[config.mk]
export PLATFORM = sky130hd
export DESIGN_NAME = cal_clock
export DESIGN_NICKNAME = d
export VERILOG_FILES = /design/src/rtl/cal_pkg.sv /design/src/rtl/cal_seq.sv /design/src/rtl/cal_counter.sv /design/src/rtl/cal_alarm.sv /design/src/rtl/cal_clock.sv
export SDC_FILE = /design/constraint.sdc
export NUM_CORES = 1
export LEC_CHECK = 0
export CORE_MARGIN = 1
export CORE_UTILIZATION = 52
export DETAILED_ROUTE_END_ITERATION = 8
export PLACE_DENSITY = 0.88
export SYNTH_ARGS = -nofsm -noshare
export SYNTH_HDL_FRONTEND = slang
export SYNTH_SLANG_ARGS = --single-unit
[constraint.sdc]
create_clock -name clk -period 3.8 [get_ports clk]
set_clock_uncertainty 0.05 [all_clocks]
set_input_delay 0.38 -clock clk [delete_from_list [all_inputs] [get_ports clk]]
set_output_delay 0.38 -clock clk [all_outputs]
set_load 0.05 [all_outputs]
[src/rtl/cal_pkg.sv]
package cal_pkg;

    // Internal calendar count, binary, one 7-bit field per unit
    typedef struct packed {
        logic [6:0] year;
        logic [6:0] mon;
        logic [6:0] mday;
        logic [6:0] wday;
        logic [6:0] hour;
        logic [6:0] min;
        logic [6:0] sec;
    } cal_time_t;

    // Visible byte registers, in the selected encoding
    typedef struct packed {
        logic [7:0] year;
        logic [7:0] mon;
        logic [7:0] mday;
        logic [7:0] wday;
        logic [7:0] hour;
        logic [7:0] min;
        logic [7:0] sec;
    } cal_view_t;

    localparam logic [2:0] DIV_NORMAL  = 3'b010;
    localparam logic [7:0] WILD_MASK   = 8'hC0;
    localparam logic [7:0] EVT_ALARM   = 8'hA0;
    localparam logic [7:0] EVT_UPDATED = 8'h90;

    localparam cal_time_t TIME_RESET = '{year: 7'd0, mon: 7'd1, mday: 7'd1,
                                         wday: 7'd0, hour: 7'd0, min: 7'd0,
                                         sec: 7'd0};

    function automatic logic [7:0] enc_val(input logic [6:0] v, input logic bin);
        logic [3:0] tens;
        logic [3:0] ones;
        tens = 4'(v / 7'd10);
        ones = 4'(v % 7'd10);
        return bin ? {1'b0, v} : {tens, ones};
    endfunction

    function automatic logic [6:0] dec_val(input logic [7:0] r, input logic bin);
        logic [6:0] hi;
        logic [6:0] lo;
        hi = {3'b000, r[7:4]};
        lo = {3'b000, r[3:0]};
        return bin ? r[6:0] : (hi * 7'd10) + lo;
    endfunction

    function automatic logic [7:0] enc_hour(input logic [6:0] h, input logic bin,
                                            input logic h24);
        logic       pm;
        logic [6:0] hh;
        logic [7:0] e;
        pm = (h >= 7'd12);
        hh = pm ? h - 7'd12 : h;
        e  = enc_val(h24 ? h : hh, bin);
        return h24 ? e : {pm, e[6:0]};
    endfunction

    function automatic logic [6:0] dec_hour(input logic [7:0] r, input logic bin,
                                            input logic h24);
        logic [6:0] v;
        v = dec_val({1'b0, r[6:0]}, bin);
        if (h24)
            return dec_val(r, bin);
        return r[7] ? v + 7'd12 : v;
    endfunction

    function automatic logic is_leap(input logic [6:0] y, input logic cent_div4);
        return (y[1:0] == 2'b00) && ((y != 7'd0) || cent_div4);
    endfunction

    function automatic logic [6:0] days_in(input logic [6:0] mon, input logic leap);
        case (mon)
            7'd4, 7'd6, 7'd9, 7'd11: return 7'd30;
            7'd2:                    return leap ? 7'd29 : 7'd28;
            default:                 return 7'd31;
        endcase
    endfunction

endpackage

[src/rtl/cal_seq.sv]
module cal_seq #(
    parameter int UPD_CYCLES = 8
) (
    input  logic       clk,
    input  logic       rst,
    input  logic       sec_tick,
    input  logic [2:0] div_ctl,
    input  logic       set_hold,
    output logic       adv,
    output logic       fin,
    output logic       uip
);
    import cal_pkg::*;

    localparam int CW = $clog2(UPD_CYCLES + 1);
    localparam logic [CW-1:0] LAST = CW'(UPD_CYCLES - 1);

    logic          busy;
    logic [CW-1:0] cnt;

    assign adv = sec_tick && (div_ctl == DIV_NORMAL) && !busy;
    assign fin = busy && (cnt == '0);

    always_ff @(posedge clk) begin
        if (rst) begin
            busy <= 1'b0;
            cnt  <= '0;
            uip  <= 1'b0;
        end else begin
            if (adv) begin
                busy <= 1'b1;
                cnt  <= LAST;
                uip  <= !set_hold;
            end else if (fin) begin
                busy <= 1'b0;
                uip  <= 1'b0;
            end else if (busy) begin
                cnt <= cnt - 1'b1;
                if (set_hold)
                    uip <= 1'b0;
            end
        end
    end

    AST_UIP_IN_WINDOW: assert property (@(posedge clk) disable iff (rst)
        uip |-> busy);
    AST_ADV_OPENS: assert property (@(posedge clk) disable iff (rst)
        adv |=> (busy && uip == !$past(set_hold)));
    AST_HOLD_NO_UIP: assert property (@(posedge clk) disable iff (rst)
        (set_hold && !adv) |=> !uip);

endmodule

[src/rtl/cal_counter.sv]
module cal_counter #(
    parameter int CENTURY = 20
) (
    input  logic               clk,
    input  logic               rst,
    input  logic               adv,
    input  logic               ld,
    input  cal_pkg::cal_time_t ld_time,
    output cal_pkg::cal_time_t cur
);
    import cal_pkg::*;

    localparam logic CENT_DIV4 = ((CENTURY % 4) == 0);

    cal_time_t nxt;
    logic [6:0] dim;

    always_comb begin
        nxt = cur;
        dim = days_in(cur.mon, is_leap(cur.year, CENT_DIV4));
        if (cur.sec < 7'd59) begin
            nxt.sec = cur.sec + 7'd1;
        end else begin
            nxt.sec = 7'd0;
            if (cur.min < 7'd59) begin
                nxt.min = cur.min + 7'd1;
            end else begin
                nxt.min = 7'd0;
                if (cur.hour < 7'd23) begin
                    nxt.hour = cur.hour + 7'd1;
                end else begin
                    nxt.hour = 7'd0;
                    nxt.wday = (cur.wday < 7'd6) ? cur.wday + 7'd1 : 7'd0;
                    if (cur.mday == 7'd0) begin
                        nxt.mday = 7'd1;
                    end else if (cur.mday < dim) begin
                        nxt.mday = cur.mday + 7'd1;
                    end else begin
                        nxt.mday = 7'd1;
                        if (cur.mon < 7'd12) begin
                            nxt.mon = cur.mon + 7'd1;
                        end else begin
                            nxt.mon  = 7'd1;
                            nxt.year = (cur.year < 7'd99) ? cur.year + 7'd1 : 7'd0;
                        end
                    end
                end
            end
        end
    end

    always_ff @(posedge clk) begin
        if (rst)
            cur <= TIME_RESET;
        else if (ld)
            cur <= ld_time;
        else if (adv)
            cur <= nxt;
    end

    AST_IDLE_STABLE: assert property (@(posedge clk) disable iff (rst)
        (!adv && !ld) |=> $stable(cur));
    AST_SEC_WRAP: assert property (@(posedge clk) disable iff (rst)
        (adv && !ld && cur.sec == 7'd59) |=> (cur.sec == 7'd0));
    AST_WDAY_RANGE: assert property (@(posedge clk) disable iff (rst)
        (adv && !ld && cur.wday < 7'd7) |=> (cur.wday < 7'd7));

endmodule

[src/rtl/cal_alarm.sv]
module cal_alarm (
    input  logic               clk,
    input  logic               rst,
    input  logic               fin,
    input  logic               set_hold,
    input  logic               alarm_en,
    input  logic               upd_en,
    input  logic               fmt_bin,
    input  logic               fmt_24h,
    input  logic [7:0]         alm_sec,
    input  logic [7:0]         alm_min,
    input  logic [7:0]         alm_hour,
    input  cal_pkg::cal_time_t cur,
    input  logic               clr,
    output logic [7:0]         flags
);
    import cal_pkg::*;

    logic s_ok, m_ok, h_ok, hit;
    logic [7:0] set_bits;

    always_comb begin
        s_ok = ((alm_sec & WILD_MASK) == WILD_MASK) ||
               (dec_val(alm_sec, fmt_bin) == cur.sec);
        m_ok = ((alm_min & WILD_MASK) == WILD_MASK) ||
               (dec_val(alm_min, fmt_bin) == cur.min);
        h_ok = ((alm_hour & WILD_MASK) == WILD_MASK) ||
               (dec_hour(alm_hour, fmt_bin, fmt_24h) == cur.hour);
        hit  = s_ok && m_ok && h_ok;
        set_bits = 8'h00;
        if (fin && alarm_en && hit)
            set_bits = set_bits | EVT_ALARM;
        if (fin && upd_en && !set_hold)
            set_bits = set_bits | EVT_UPDATED;
    end

    always_ff @(posedge clk) begin
        if (rst)
            flags <= 8'h00;
        else
            flags <= (clr ? 8'h00 : flags) | set_bits;
    end

    AST_FLAGS_QUIET: assert property (@(posedge clk) disable iff (rst)
        (!fin && !clr) |=> $stable(flags));
    AST_CLR_EMPTY: assert property (@(posedge clk) disable iff (rst)
        (clr && !fin) |=> (flags == 8'h00));

endmodule

[src/rtl/cal_clock.sv]
module cal_clock #(
    parameter int UPD_CYCLES = 8,
    parameter int CENTURY    = 20
) (
    input  logic       clk,
    input  logic       rst,
    input  logic       sec_tick,
    input  logic [2:0] div_ctl,
    input  logic       set_hold,
    input  logic       fmt_bin,
    input  logic       fmt_24h,
    input  logic       alarm_en,
    input  logic       upd_en,
    input  logic [7:0] alm_sec,
    input  logic [7:0] alm_min,
    input  logic [7:0] alm_hour,
    input  logic       load_en,
    input  logic [7:0] ld_sec,
    input  logic [7:0] ld_min,
    input  logic [7:0] ld_hour,
    input  logic [7:0] ld_wday,
    input  logic [7:0] ld_mday,
    input  logic [7:0] ld_mon,
    input  logic [7:0] ld_year,
    input  logic       flag_clr,
    output logic [7:0] out_sec,
    output logic [7:0] out_min,
    output logic [7:0] out_hour,
    output logic [7:0] out_wday,
    output logic [7:0] out_mday,
    output logic [7:0] out_mon,
    output logic [7:0] out_year,
    output logic       uip,
    output logic [7:0] evt_flags
);
    import cal_pkg::*;

    localparam cal_view_t VIEW_RESET = '{year: 8'h00, mon: 8'h01, mday: 8'h01,
                                         wday: 8'h00, hour: 8'h00, min: 8'h00,
                                         sec: 8'h00};

    logic      adv, fin;
    cal_time_t cur, ld_time;
    cal_view_t vis, fresh;

    always_comb begin
        ld_time.sec  = dec_val(ld_sec,  fmt_bin);
        ld_time.min  = dec_val(ld_min,  fmt_bin);
        ld_time.hour = dec_hour(ld_hour, fmt_bin, fmt_24h);
        ld_time.wday = dec_val(ld_wday, fmt_bin);
        ld_time.mday = dec_val(ld_mday, fmt_bin);
        ld_time.mon  = dec_val(ld_mon,  fmt_bin);
        ld_time.year = dec_val(ld_year, fmt_bin);
    end

    always_comb begin
        fresh.sec  = enc_val(cur.sec,  fmt_bin);
        fresh.min  = enc_val(cur.min,  fmt_bin);
        fresh.hour = enc_hour(cur.hour, fmt_bin, fmt_24h);
        fresh.wday = enc_val(cur.wday, fmt_bin);
        fresh.mday = enc_val(cur.mday, fmt_bin);
        fresh.mon  = enc_val(cur.mon,  fmt_bin);
        fresh.year = enc_val(cur.year, fmt_bin);
    end

    cal_seq #(.UPD_CYCLES(UPD_CYCLES)) u_seq (
        .clk      (clk),
        .rst      (rst),
        .sec_tick (sec_tick),
        .div_ctl  (div_ctl),
        .set_hold (set_hold),
        .adv      (adv),
        .fin      (fin),
        .uip      (uip)
    );

    cal_counter #(.CENTURY(CENTURY)) u_cnt (
        .clk     (clk),
        .rst     (rst),
        .adv     (adv),
        .ld      (load_en),
        .ld_time (ld_time),
        .cur     (cur)
    );

    cal_alarm u_alm (
        .clk      (clk),
        .rst      (rst),
        .fin      (fin),
        .set_hold (set_hold),
        .alarm_en (alarm_en),
        .upd_en   (upd_en),
        .fmt_bin  (fmt_bin),
        .fmt_24h  (fmt_24h),
        .alm_sec  (alm_sec),
        .alm_min  (alm_min),
        .alm_hour (alm_hour),
        .cur      (cur),
        .clr      (flag_clr),
        .flags    (evt_flags)
    );

    always_ff @(posedge clk) begin
        if (rst)
            vis <= VIEW_RESET;
        else if (load_en)
            vis <= '{year: ld_year, mon: ld_mon, mday: ld_mday, wday: ld_wday,
                     hour: ld_hour, min: ld_min, sec: ld_sec};
        else if (fin && !set_hold)
            vis <= fresh;
    end

    assign out_sec  = vis.sec;
    assign out_min  = vis.min;
    assign out_hour = vis.hour;
    assign out_wday = vis.wday;
    assign out_mday = vis.mday;
    assign out_mon  = vis.mon;
    assign out_year = vis.year;

    AST_VIS_HOLD: assert property (@(posedge clk) disable iff (rst)
        (set_hold && !load_en) |=> $stable(vis));
    AST_VIS_ONLY_AT_END: assert property (@(posedge clk) disable iff (rst)
        (!fin && !load_en) |=> $stable(vis));
    AST_LOAD_SHOWS: assert property (@(posedge clk) disable iff (rst)
        load_en |=> (vis.sec == $past(ld_sec)));

endmodule

# Yosys cells after proc, flatten, opt, wreduce, memory -nomap -nowiden
# Index checks and enable logic that the tools add are counted.
[classes]
n_addsub = 23
n_div = 14
n_eq_ne = 19
reduce_logical = 34
n_mux = 61
bitwise_logic = 2
order_cmp = 8
n_mul = 12
[op_table]
columns = ["cell", "n"]
rows = [
  ["$mux 7", 29],
  ["$mux 56", 2],
  ["$mux 49", 2],
  ["$mux 8", 11],
  ["$add 7x4->7", 12],
  ["$mul 4x3->6 const B", 10],
  ["$add 7x1->7 const B", 7],
  ["$div 7x4->7 const B", 7],
  ["$mod 7x4->7 const B", 7],
  ["$mux 42", 1],
  ["$mux 35", 1],
  ["$mux 14", 2],
  ["$mux 28", 1],
  ["$eq 7x7->1", 3],
  ["$add 7x4->7 const B", 2],
  ["$eq 7x3->1 const B", 2],
  ["$eq 7x4->1 const B", 2],
  ["$lt 7x6->1 const B", 2],
  ["$ne 2x2->1 const B", 7],
  ["$pmux 7 s2", 1],
  ["$mul 3x3->6 const B", 2],
  ["$logic_and 1x1->1", 10],
  ["$mux 3", 3],
  ["$mux 1", 8],
  ["other kinds (27)", 39],
]
[word_totals]
wordCells = 192
reg_bits = 119

# Depth between registers and ports, before layout
# Gate-level depths: netlist of the first run.
[logic_depth]
ltp_word = 13
ltp_mapped = 18

# Cells and area by module
# A second synthesis of the first run with hierarchy kept.
[unflattened]
cells_unflattened = 1725
area_unflattened_um2 = 12876.1
[by_module_without_submodules]
columns = ["mod", "area_per_inst_um2", "cells_per_inst", "instances"]
rows = [
  ["cal_clock", 7871.3, 1112, 1],
  ["cal_counter", 2847.7, 350, 1],
  ["cal_alarm", 1838.0, 229, 1],
  ["cal_seq", 319.1, 34, 1],
]

# Least setup slack after synthesis of the first run
# OpenSTA, ideal clock, no wires.
[synth_path]
path_type = "reg2reg"
startpoint = "reg u_cnt.cur[15] (netlist name)"
endpoint = "reg vis, in the netlist out_hour[1]"
required_ns = 3.675
path_slack_ns = 0.120
synth_period_minus_slack_ns = 3.680
arrival_time_ns = 3.555
path_stages_with_launch = 18
cell_sequence = "dfxtp_1 > inv_1 > ha_1 > a211o_4 > o31ai_4 > and2_4 > buf_6 > mux2_4 > o21a_1 > o21ai_0 > a21oi_1 > ha_1 > clkbuf_1 > o21ai_0 > o221ai_2 > a21oi_1 > mux2_4 > o22ai_2"
[synth_between]
elab_chain_cells = 8
word_cells_on_any_way = 9
classes_between = "add/sub (1); div (1); order compare (1); mux (6)"
[synth_rtl]
columns = ["item", "line_no", "text"]
rows = [
  ["$sub 7x4->7 / $ge 7x4->1 (equally long branches)", "cal_pkg.sv:56, cal_pkg.sv:55", ""],
  ["$mux 7", "cal_pkg.sv:56", "hh = pm ? h - 7'd12 : h;"],
  ["$mux 7 (*)", "cal_pkg.sv:57", "e = enc_val(h24 ? h : hh, bin);"],
  ["$mod 7x4->7", "cal_pkg.sv:38", "ones = 4'(v % 7'd10);"],
  ["$mux 8 (*)", "cal_pkg.sv:39", "return bin ? {1'b0, v} : {tens, ones};"],
  ["$mux 8 (*)", "cal_pkg.sv:58", "return h24 ? e : {pm, e[6:0]};"],
  ["$mux 56 (*)", "cal_clock.sv:109", "else if (fin && !set_hold)"],
  ["$mux 56 (*)", "cal_clock.sv:106", "else if (load_en)"],
  ["to (signal assigned)", "cal_clock.sv:107", "vis <= '{year: ld_year, mon: ld_mon, mday: ld_mday, wday: ld_wday,"],
  ["to (signal assigned)", "cal_clock.sv:110", "vis <= fresh;"],
  ["to (decl)", "cal_clock.sv:44", "cal_view_t vis, fresh;"],
]
# Every way passes the cells marked *; elsewhere a longest branch is shown, timed or not. The select of a mux whose other input is x is not followed.
# A chain may end at the register's enable or synchronous reset.

# Final worst setup path of the first run
[layout_path]
startpoint = "reg u_cnt.cur[16] (netlist name)"
endpoint = "reg vis, in the netlist out_hour[1]"
[layout_between]
elab_chain_cells = 8
word_cells_on_any_way = 9
classes_between = "add/sub (1); div (1); order compare (1); mux (6)"
[layout_rtl]
columns = ["item", "line_no"]
rows = [
  ["$sub 7x4->7 / $ge 7x4->1 (equally long branches)", "cal_pkg.sv:56, cal_pkg.sv:55"],
  ["$mux 7", "cal_pkg.sv:56"],
  ["$mux 7 (*)", "cal_pkg.sv:57"],
  ["$mod 7x4->7", "cal_pkg.sv:38"],
  ["$mux 8 (*)", "cal_pkg.sv:39"],
  ["$mux 8 (*)", "cal_pkg.sv:58"],
  ["$mux 56 (*)", "cal_clock.sv:109"],
  ["$mux 56 (*)", "cal_clock.sv:106"],
]
# Marks and branches as above.

==> impl_metrics.env, run 1 <==
export IMPL_status="finished clean"
export IMPL_cts_buffers_inserted=17
export IMPL_syn2layout_area_growth_pct=19.18
export IMPL_dpl_hpwl_mm=27.35
export IMPL_crit_end="out_hour[1]$_SDFFE_PP0P_"
export IMPL_yosys_warnings=0
export IMPL_min_period_over_period=0.9483
export IMPL_worst_path_stages=14
export IMPL_ys_types=94
export IMPL_yosys_register_bits=114
export IMPL_worstSetupPathType="register to register"
export IMPL_hold_violations=0
export IMPL_r2r_start="u_cnt.cur[16]$_SDFFE_PP0P_"
export IMPL_fmax_ghz=0.2775
export IMPL_crit_path_top_delay_cell="a211o_4"
export IMPL_required_ns=4.09
export IMPL_synthCells=1753
export IMPL_setup_viol=0
export IMPL_synthMuxAreaShare=0.02709
export IMPL_crit_fanout=9
export IMPL_synth_async_sr_flop_share=0
export IMPL_start_kind="register"
export IMPL_drc_errors=0
export IMPL_cts_sinks=114
export IMPL_reg2reg_slack_ns=0.20
export IMPL_powerDensity_nw_per_um2=329.3
export IMPL_nNetsFinal=2064
export IMPL_p_seq_frac=0.283
export IMPL_track_usage=0.3040
export IMPL_drt_vias_per_instance=6.179
export IMPL_synth_fa_ha_area_frac=0.1298
export IMPL_tns_ns=0
export IMPL_coreArea_um2=23610
export IMPL_critical_path_arrival_ns=3.90
export IMPL_postCtsSetupBuffers=0
export IMPL_drtAntennaViolNets=0
export IMPL_io_buffers=152
export IMPL_ys_seq_area_frac=0.1810
export IMPL_drv_cap=0
export IMPL_cts_tree="yes"
export IMPL_finalWirelength_mm=37.85
export IMPL_root_buffer="clkbuf_16"
export IMPL_worstMarginPinSlew_ns=0.7954
export IMPL_gr_total_overflow=0
export IMPL_num_rows=56
export IMPL_drt_first_pass_iters=6
export IMPL_gp_congestion=0.9716
export IMPL_p_sw_mw=1.899
export IMPL_slowest_delay_ns=0.43
export IMPL_power_frac_clock=0.331
export IMPL_clk_latency_ns=0.43
export IMPL_cts_path_max_buffers=2
export IMPL_synthXorXnorAreaFrac=0.06520
export IMPL_startpoint="u_cnt.cur[16]$_SDFFE_PP0P_"
export IMPL_wl_per_cell_um=17.32
export IMPL_die_x_um=157.7
export IMPL_synth_top_cell_by_area="dfxtp_1"
export IMPL_antenna_found_initial=0
export IMPL_yosysTopAreaCellShare=0.1810
export IMPL_synth_top_family_by_area="compound AO/OA/AOI/OAI gates"
export IMPL_start_util=0.5339
export IMPL_period_needed_ns=3.603
export IMPL_vdd_drop_max_uv=237.7
export IMPL_crit_path_end_kind="register"
export IMPL_min_path_type="input port to register"
export IMPL_p_sw_frac=0.3837
export IMPL_comb_power_share=0.386
export IMPL_clkTransAtPathRegs_ns=0.06
export IMPL_p_int_mw=3.049
export IMPL_report_final_slew_viol_count=0
export IMPL_rsz0062_at_grt="false"
export IMPL_synth_compound_gate_area_share=0.3055
export IMPL_grt_pass1_vias=12570
export IMPL_die_height_um=157.7
export IMPL_p_leak_nw=5.846
export IMPL_htree_levels=4
export IMPL_reg2regPathDepth=14
export IMPL_synthSimpleGateAreaFrac=0.2215
export IMPL_initialDrtViolationCount=1146
export IMPL_total_power_mw=4.948
export IMPL_grt_pass1_wl_mm=60.93
export IMPL_drive_above_1_share=0.07663
export IMPL_diodes=0
export IMPL_via_count=13500
export IMPL_synthFlopType="dfxtp_1"
export IMPL_avgSynthCellArea_um2=7.192
export IMPL_crit_path_cell_trace="ha_1, a211o_4, o31ai_4, and2_4, mux2_4, o21a_1, o21ai_0, a21oi_1, ha_1, o21ai_0, o221ai_2, a21oi_1, mux2_4, o22ai_2"
export IMPL_synth_enable_flop_cells=0
export IMPL_crit_buf_inv=0
export IMPL_synth_most_common_cell="nand2_1"
export IMPL_grt_max_degree=68
export IMPL_die_area_um2=24870
export IMPL_holdBufCountCts=0
export IMPL_reg2reg_to="out_hour[1]$_SDFFE_PP0P_"
export IMPL_slew_headroom=0.4697
export IMPL_cp_top_family="compound AO/OA/AOI/OAI gates"
export IMPL_syn_area_um2=12610
export IMPL_ys_top_cells_by_area="dfxtp_1 18%, ha_1 9.7%, a21oi_1 7.0%"
export IMPL_ioPinCount=158
export IMPL_ys_top_cells_by_count="188 x nand2_1, 177 x a21oi_1, 160 x nor2_1"
==> power groups by stage <==
| stage | sequential [mW] | clock [mW] | combinational [mW] |
|---|---|---|---|
| detailed placement | 1.42 | 0 | 1.87 |
| finish | 1.40 | 1.64 | 1.91 |
| global route | 1.41 | 1.69 | 2.09 |
| CTS | 1.40 | 1.63 | 1.89 |
| floorplan | 1.48 | 0 | 1.28 |
| global placement | 1.42 | 0 | 1.82 |
==> layout by cell type, fill, tap and decap left out, types with 29 or more instances in the layout <==
master           synthesis  routed
buf_4                    7      65
nand2b_1                35      35
ha_1                    98      98
a21oi_1                177     177
clkdlybuf4s50_1          0     149
nor2b_1                 54      54
nor2_1                 160     159
xor2_1                  39      39
o21ai_0                125     125
nand2_1                188     187
xnor2_1                 53      53
o211ai_1                29      29
dfxtp_1                114     113
nand3_1                 37      37
nor3_1                  39      39
inv_1                   77      77
a211oi_1                37      37
==> layer usage <==
metal | GRT usage | vias to the layer above | wire length (um)
met5 | 0 | - | 0
met4 | 0.1234 | 0 | 1138
met3 | 0.05831 | 103 | 2707
met2 | 0.5165 | 576 | 18070
met1 | 0.3751 | 6346 | 15940
li1 | - | 6477 | -
==> logic make-up (layout without fill, tap and decap cells) <==
kind of cell	count (synthesis)	count (layout)
fa+ha+maj	119	119
other cells	1	5
buf+inv	218	327
simple gates	589	589
mux	32	32
xor+xnor	93	93
compound gates	587	587
flops	114	114
==> layout make-up <==
cell class / instances / area [um2]
Clock inverter: 15 / 161.4
Inverter: 81 / 304.0
Fill cell: 2037 / 8587
Multi-Input combinational cell: 1425 / 9473
Clock buffer: 17 / 425.4
Tap cell: 319 / 399.1
Timing Repair Buffer: 214 / 1979
Sequential cell: 114 / 2283
==> per-stage QoR <==
stage                     instances    util  cell area [um2]  hold WS [ns]  worst slack [ns]
after floorplan                1757       -            12620        0.4110            0.1196
final                          2185  0.6363            15030        0.4112            0.1966
after CTS                      2185  0.6363            15020        0.4009            0.1519
after global routing           2185  0.6363            15030        0.4207           0.02789
after detailed placement       2153  0.6114            14440        0.4242            0.1296
after global placement         2153  0.6114            14440        0.4142            0.1287
==> tightest hold or removal path, cell delays in order <==
cell     delay, ns
buf_4         0.25
nand2_1       0.13
a21oi_1       0.06
==> worst min-delay path by stage <==
stage	from	endpoint	slack (ns)	cells after the start
after floorplan	u_seq.cnt[0]$_SDFFE_PP0P_	u_seq.cnt[0]$_SDFFE_PP0P_	0.41	1
after global placement	u_alm.flags[4]$_SDFF_PP0_	u_alm.flags[4]$_SDFF_PP0_	0.41	2
after detailed placement	u_alm.flags[4]$_SDFF_PP0_	u_alm.flags[4]$_SDFF_PP0_	0.42	2
after CTS	load_en	out_sec[2]$_SDFFE_PP0P_	0.40	3
after global routing	load_en	out_sec[2]$_SDFFE_PP0P_	0.42	3
final	load_en	out_sec[2]$_SDFFE_PP0P_	0.41	3
==> flip-flops by register name, summed over array words and instances, names as in the netlist <==
signal	count
out_sec	8
u_seq.uip	1
u_seq.cnt	4
u_cnt.cur	49
out_hour	8
out_year	8
out_mon	8
u_seq.busy	1
out_min	8
u_alm.flags	3
out_mday	8
out_wday	8
==> timing repair <==
item	4_1_cts	5_1_grt
gates resized for setup	0	1
hold endpoints to repair	0	0
setup endpoints to repair	0	2
Power figures use the tool's default switching activity.
==> inputs of run 2 (changes only) <==
--- a/config.mk
+++ b/config.mk
@@ -8,7 +8,7 @@
 export CORE_MARGIN = 1
 export CORE_UTILIZATION = 52
 export DETAILED_ROUTE_END_ITERATION = 8
-export PLACE_DENSITY = 0.88
+export PLACE_DENSITY = 0.78
 export SYNTH_ARGS = -nofsm -noshare
 export SYNTH_HDL_FRONTEND = slang
 export SYNTH_SLANG_ARGS = --single-unit
==> run 2 against run 1 <==
Against the previous run:
- die area did not move
- critical path depth rose by 1
- highest routed layer is now met5
- register-to-register slack got worse by 0.03 ns
- largest power group unchanged
- largest cell class unchanged
- cell count fell by 0.37%
==> impl_metrics.env, run 2 (same netlist as run 1, synthesis figures left out) <==
export IMPL_status="finished clean"
export IMPL_track_usage=0.3083
export IMPL_via_count=13200
export IMPL_regMostFlops="u_cnt.cur"
export IMPL_largest_reg_flops=49
export IMPL_coreArea_um2=23610
export IMPL_multi_input_area_um2=9483
export IMPL_clk_latency_ns=0.43
export IMPL_fillers=2096
export IMPL_hold_violations=0
export IMPL_die_area_um2=24870
export IMPL_initialDrtViolationCount=964
export IMPL_root_buffer="clkbuf_16"
export IMPL_finalWirelength_mm=37.75
export IMPL_required_ns=4.09
export IMPL_final_cell_mix="187 x nand2_1, 176 x a21oi_1, 159 x nor2_1"
export IMPL_final_util=0.6358
export IMPL_drtAntennaViolNets=0
export IMPL_gp_congestion=0.9558
export IMPL_powerDensity_nw_per_um2=333.0
export IMPL_grt_pass1_vias=12350
export IMPL_worstMarginPinSlew_ns=0.8600
export IMPL_dpl_instance_area_um2=14400
export IMPL_dpl_hpwl_mm=26.55
export IMPL_drive_above_1_share=0.07324
export IMPL_p_leak_nw=5.816
export IMPL_setup_viol=0
export IMPL_num_rows=56
export IMPL_start_util=0.5339
export IMPL_reg2regPathDepth=15
export IMPL_holdBufCountCts=0
export IMPL_crit_path_end_kind="register"
export IMPL_drc_errors=0
export IMPL_drv_cap=0
export IMPL_cts_buffers_inserted=17
export IMPL_reg2reg_to="out_hour[1]$_SDFFE_PP0P_"
export IMPL_drt_first_pass_iters=5
export IMPL_fmax_ghz=0.2754
export IMPL_rsz0062_at_grt="false"
export IMPL_reg2reg_slack_ns=0.17
export IMPL_hold_depth=2
export IMPL_gr_total_overflow=0
export IMPL_cts_path_max_buffers=2
export IMPL_syn2layout_area_growth_pct=19.08
export IMPL_io_buffers=152
export IMPL_regArea_um2=2283
export IMPL_cts_tree="yes"
export IMPL_die_x_um=157.7
export IMPL_start_kind="register"
export IMPL_min_to="u_cnt.cur[20]$_SDFFE_PP0P_"
export IMPL_die_height_um=157.7
export IMPL_drt_vias_per_instance=6.062
export IMPL_critical_path_arrival_ns=3.92
export IMPL_report_final_slew_viol_count=0
export IMPL_htree_levels=4
export IMPL_grt_pass1_wl_mm=61.64
export IMPL_ioPinCount=158
export IMPL_grt_max_degree=103
export IMPL_crit_fanout=7
export IMPL_postLayoutCellArea_um2=15010
export IMPL_worstSetupPathType="register to register"
export IMPL_worstHoldStart="rst"
export IMPL_period_needed_ns=3.631
export IMPL_tns_ns=0
export IMPL_min_period_over_period=0.9554
export IMPL_slew_headroom=0.4240
export IMPL_wl_per_cell_um=17.34
export IMPL_antenna_found_initial=2
export IMPL_min_path_type="input port to register"
export IMPL_vdd_drop_max_uv=268.1
export IMPL_clkTransAtPathRegs_ns=0.06
export IMPL_nNetsFinal=2055
export IMPL_final_common_cell="nand2_1"
export IMPL_r2r_start="u_cnt.cur[14]$_SDFFE_PP0P_"
export IMPL_cts_sinks=114
[run 2: worst max path at each step]
stage	from	end	slack, ns	cells past startpoint
after floorplan	u_cnt.cur[15]$_SDFFE_PP0P_	out_hour[1]$_SDFFE_PP0P_	0.12	17
after global placement	fmt_24h	out_hour[1]$_SDFFE_PP0P_	0.13	14
after detailed placement	fmt_24h	out_hour[1]$_SDFFE_PP0P_	0.09	15
after CTS	u_cnt.cur[14]$_SDFFE_PP0P_	out_hour[1]$_SDFFE_PP0P_	0.07	15
after global routing	u_cnt.cur[14]$_SDFFE_PP0P_	out_hour[1]$_SDFFE_PP0P_	0.02	15
final	u_cnt.cur[14]$_SDFFE_PP0P_	out_hour[1]$_SDFFE_PP0P_	0.17	15
[run 2: layout make-up]
type                            instances  share of cell area
Timing Repair Buffer                  205              0.1290
Antenna cell                            1           0.0001667
Sequential cell                       114              0.1521
Tap cell                              319             0.02659
Clock inverter                         13             0.01067
Clock buffer                           19             0.02950
Multi-Input combinational cell       1425              0.6317
Inverter                               81             0.02025
[run 2: stage by stage]
step,instances,total power [mW],setup WS (ns),hold slack [ns]
finish,2177,4.998,0.1693,0.4168
global placement,2144,3.248,0.1304,0.4115
global route,2177,5.269,0.01579,0.4270
floorplan,1757,2.757,0.1196,0.4110
CTS,2176,4.985,0.07454,0.3980
detailed placement,2144,3.289,0.08863,0.4222
[run 2: worst max-delay path, cell delays in order, from the launching register on]
cell	delay [ns]
dfxtp_2	0.38
inv_1	0.09
ha_1	0.28
a211o_4	0.39
o31ai_4	0.23
and2_4	0.23
mux2_4	0.32
o21a_1	0.20
o21ai_0	0.17
a21oi_1	0.09
ha_1	0.19
o21ai_0	0.12
o221ai_2	0.18
a21oi_2	0.19
mux2_4	0.31
o22ai_2	0.13
[run 2: metal layers]
metal | global-route usage | part of all wire
met1 | 0.3922 | 0.43
met3 | 0.04626 | 0.064
met4 | 0.1128 | 0.026
met2 | 0.5244 | 0.48
met5 | 0 | 0.00032
[run 2: repair_timing]
action                                  CTS  global route
buffers inserted                          0             0
gates resized for setup                   0             4
endpoints found under the setup margin    0             4
[run 2: power breakdown]
| group | total, mW | leakage (nW) | internal (mW) | switching, mW |
|---|---|---|---|---|
| Combinational | 1.90 | 4.60 | 0.804 | 1.10 |
| Clock | 1.69 | 0.281 | 1.05 | 0.647 |
| Sequential | 1.40 | 0.938 | 1.27 | 0.127 |
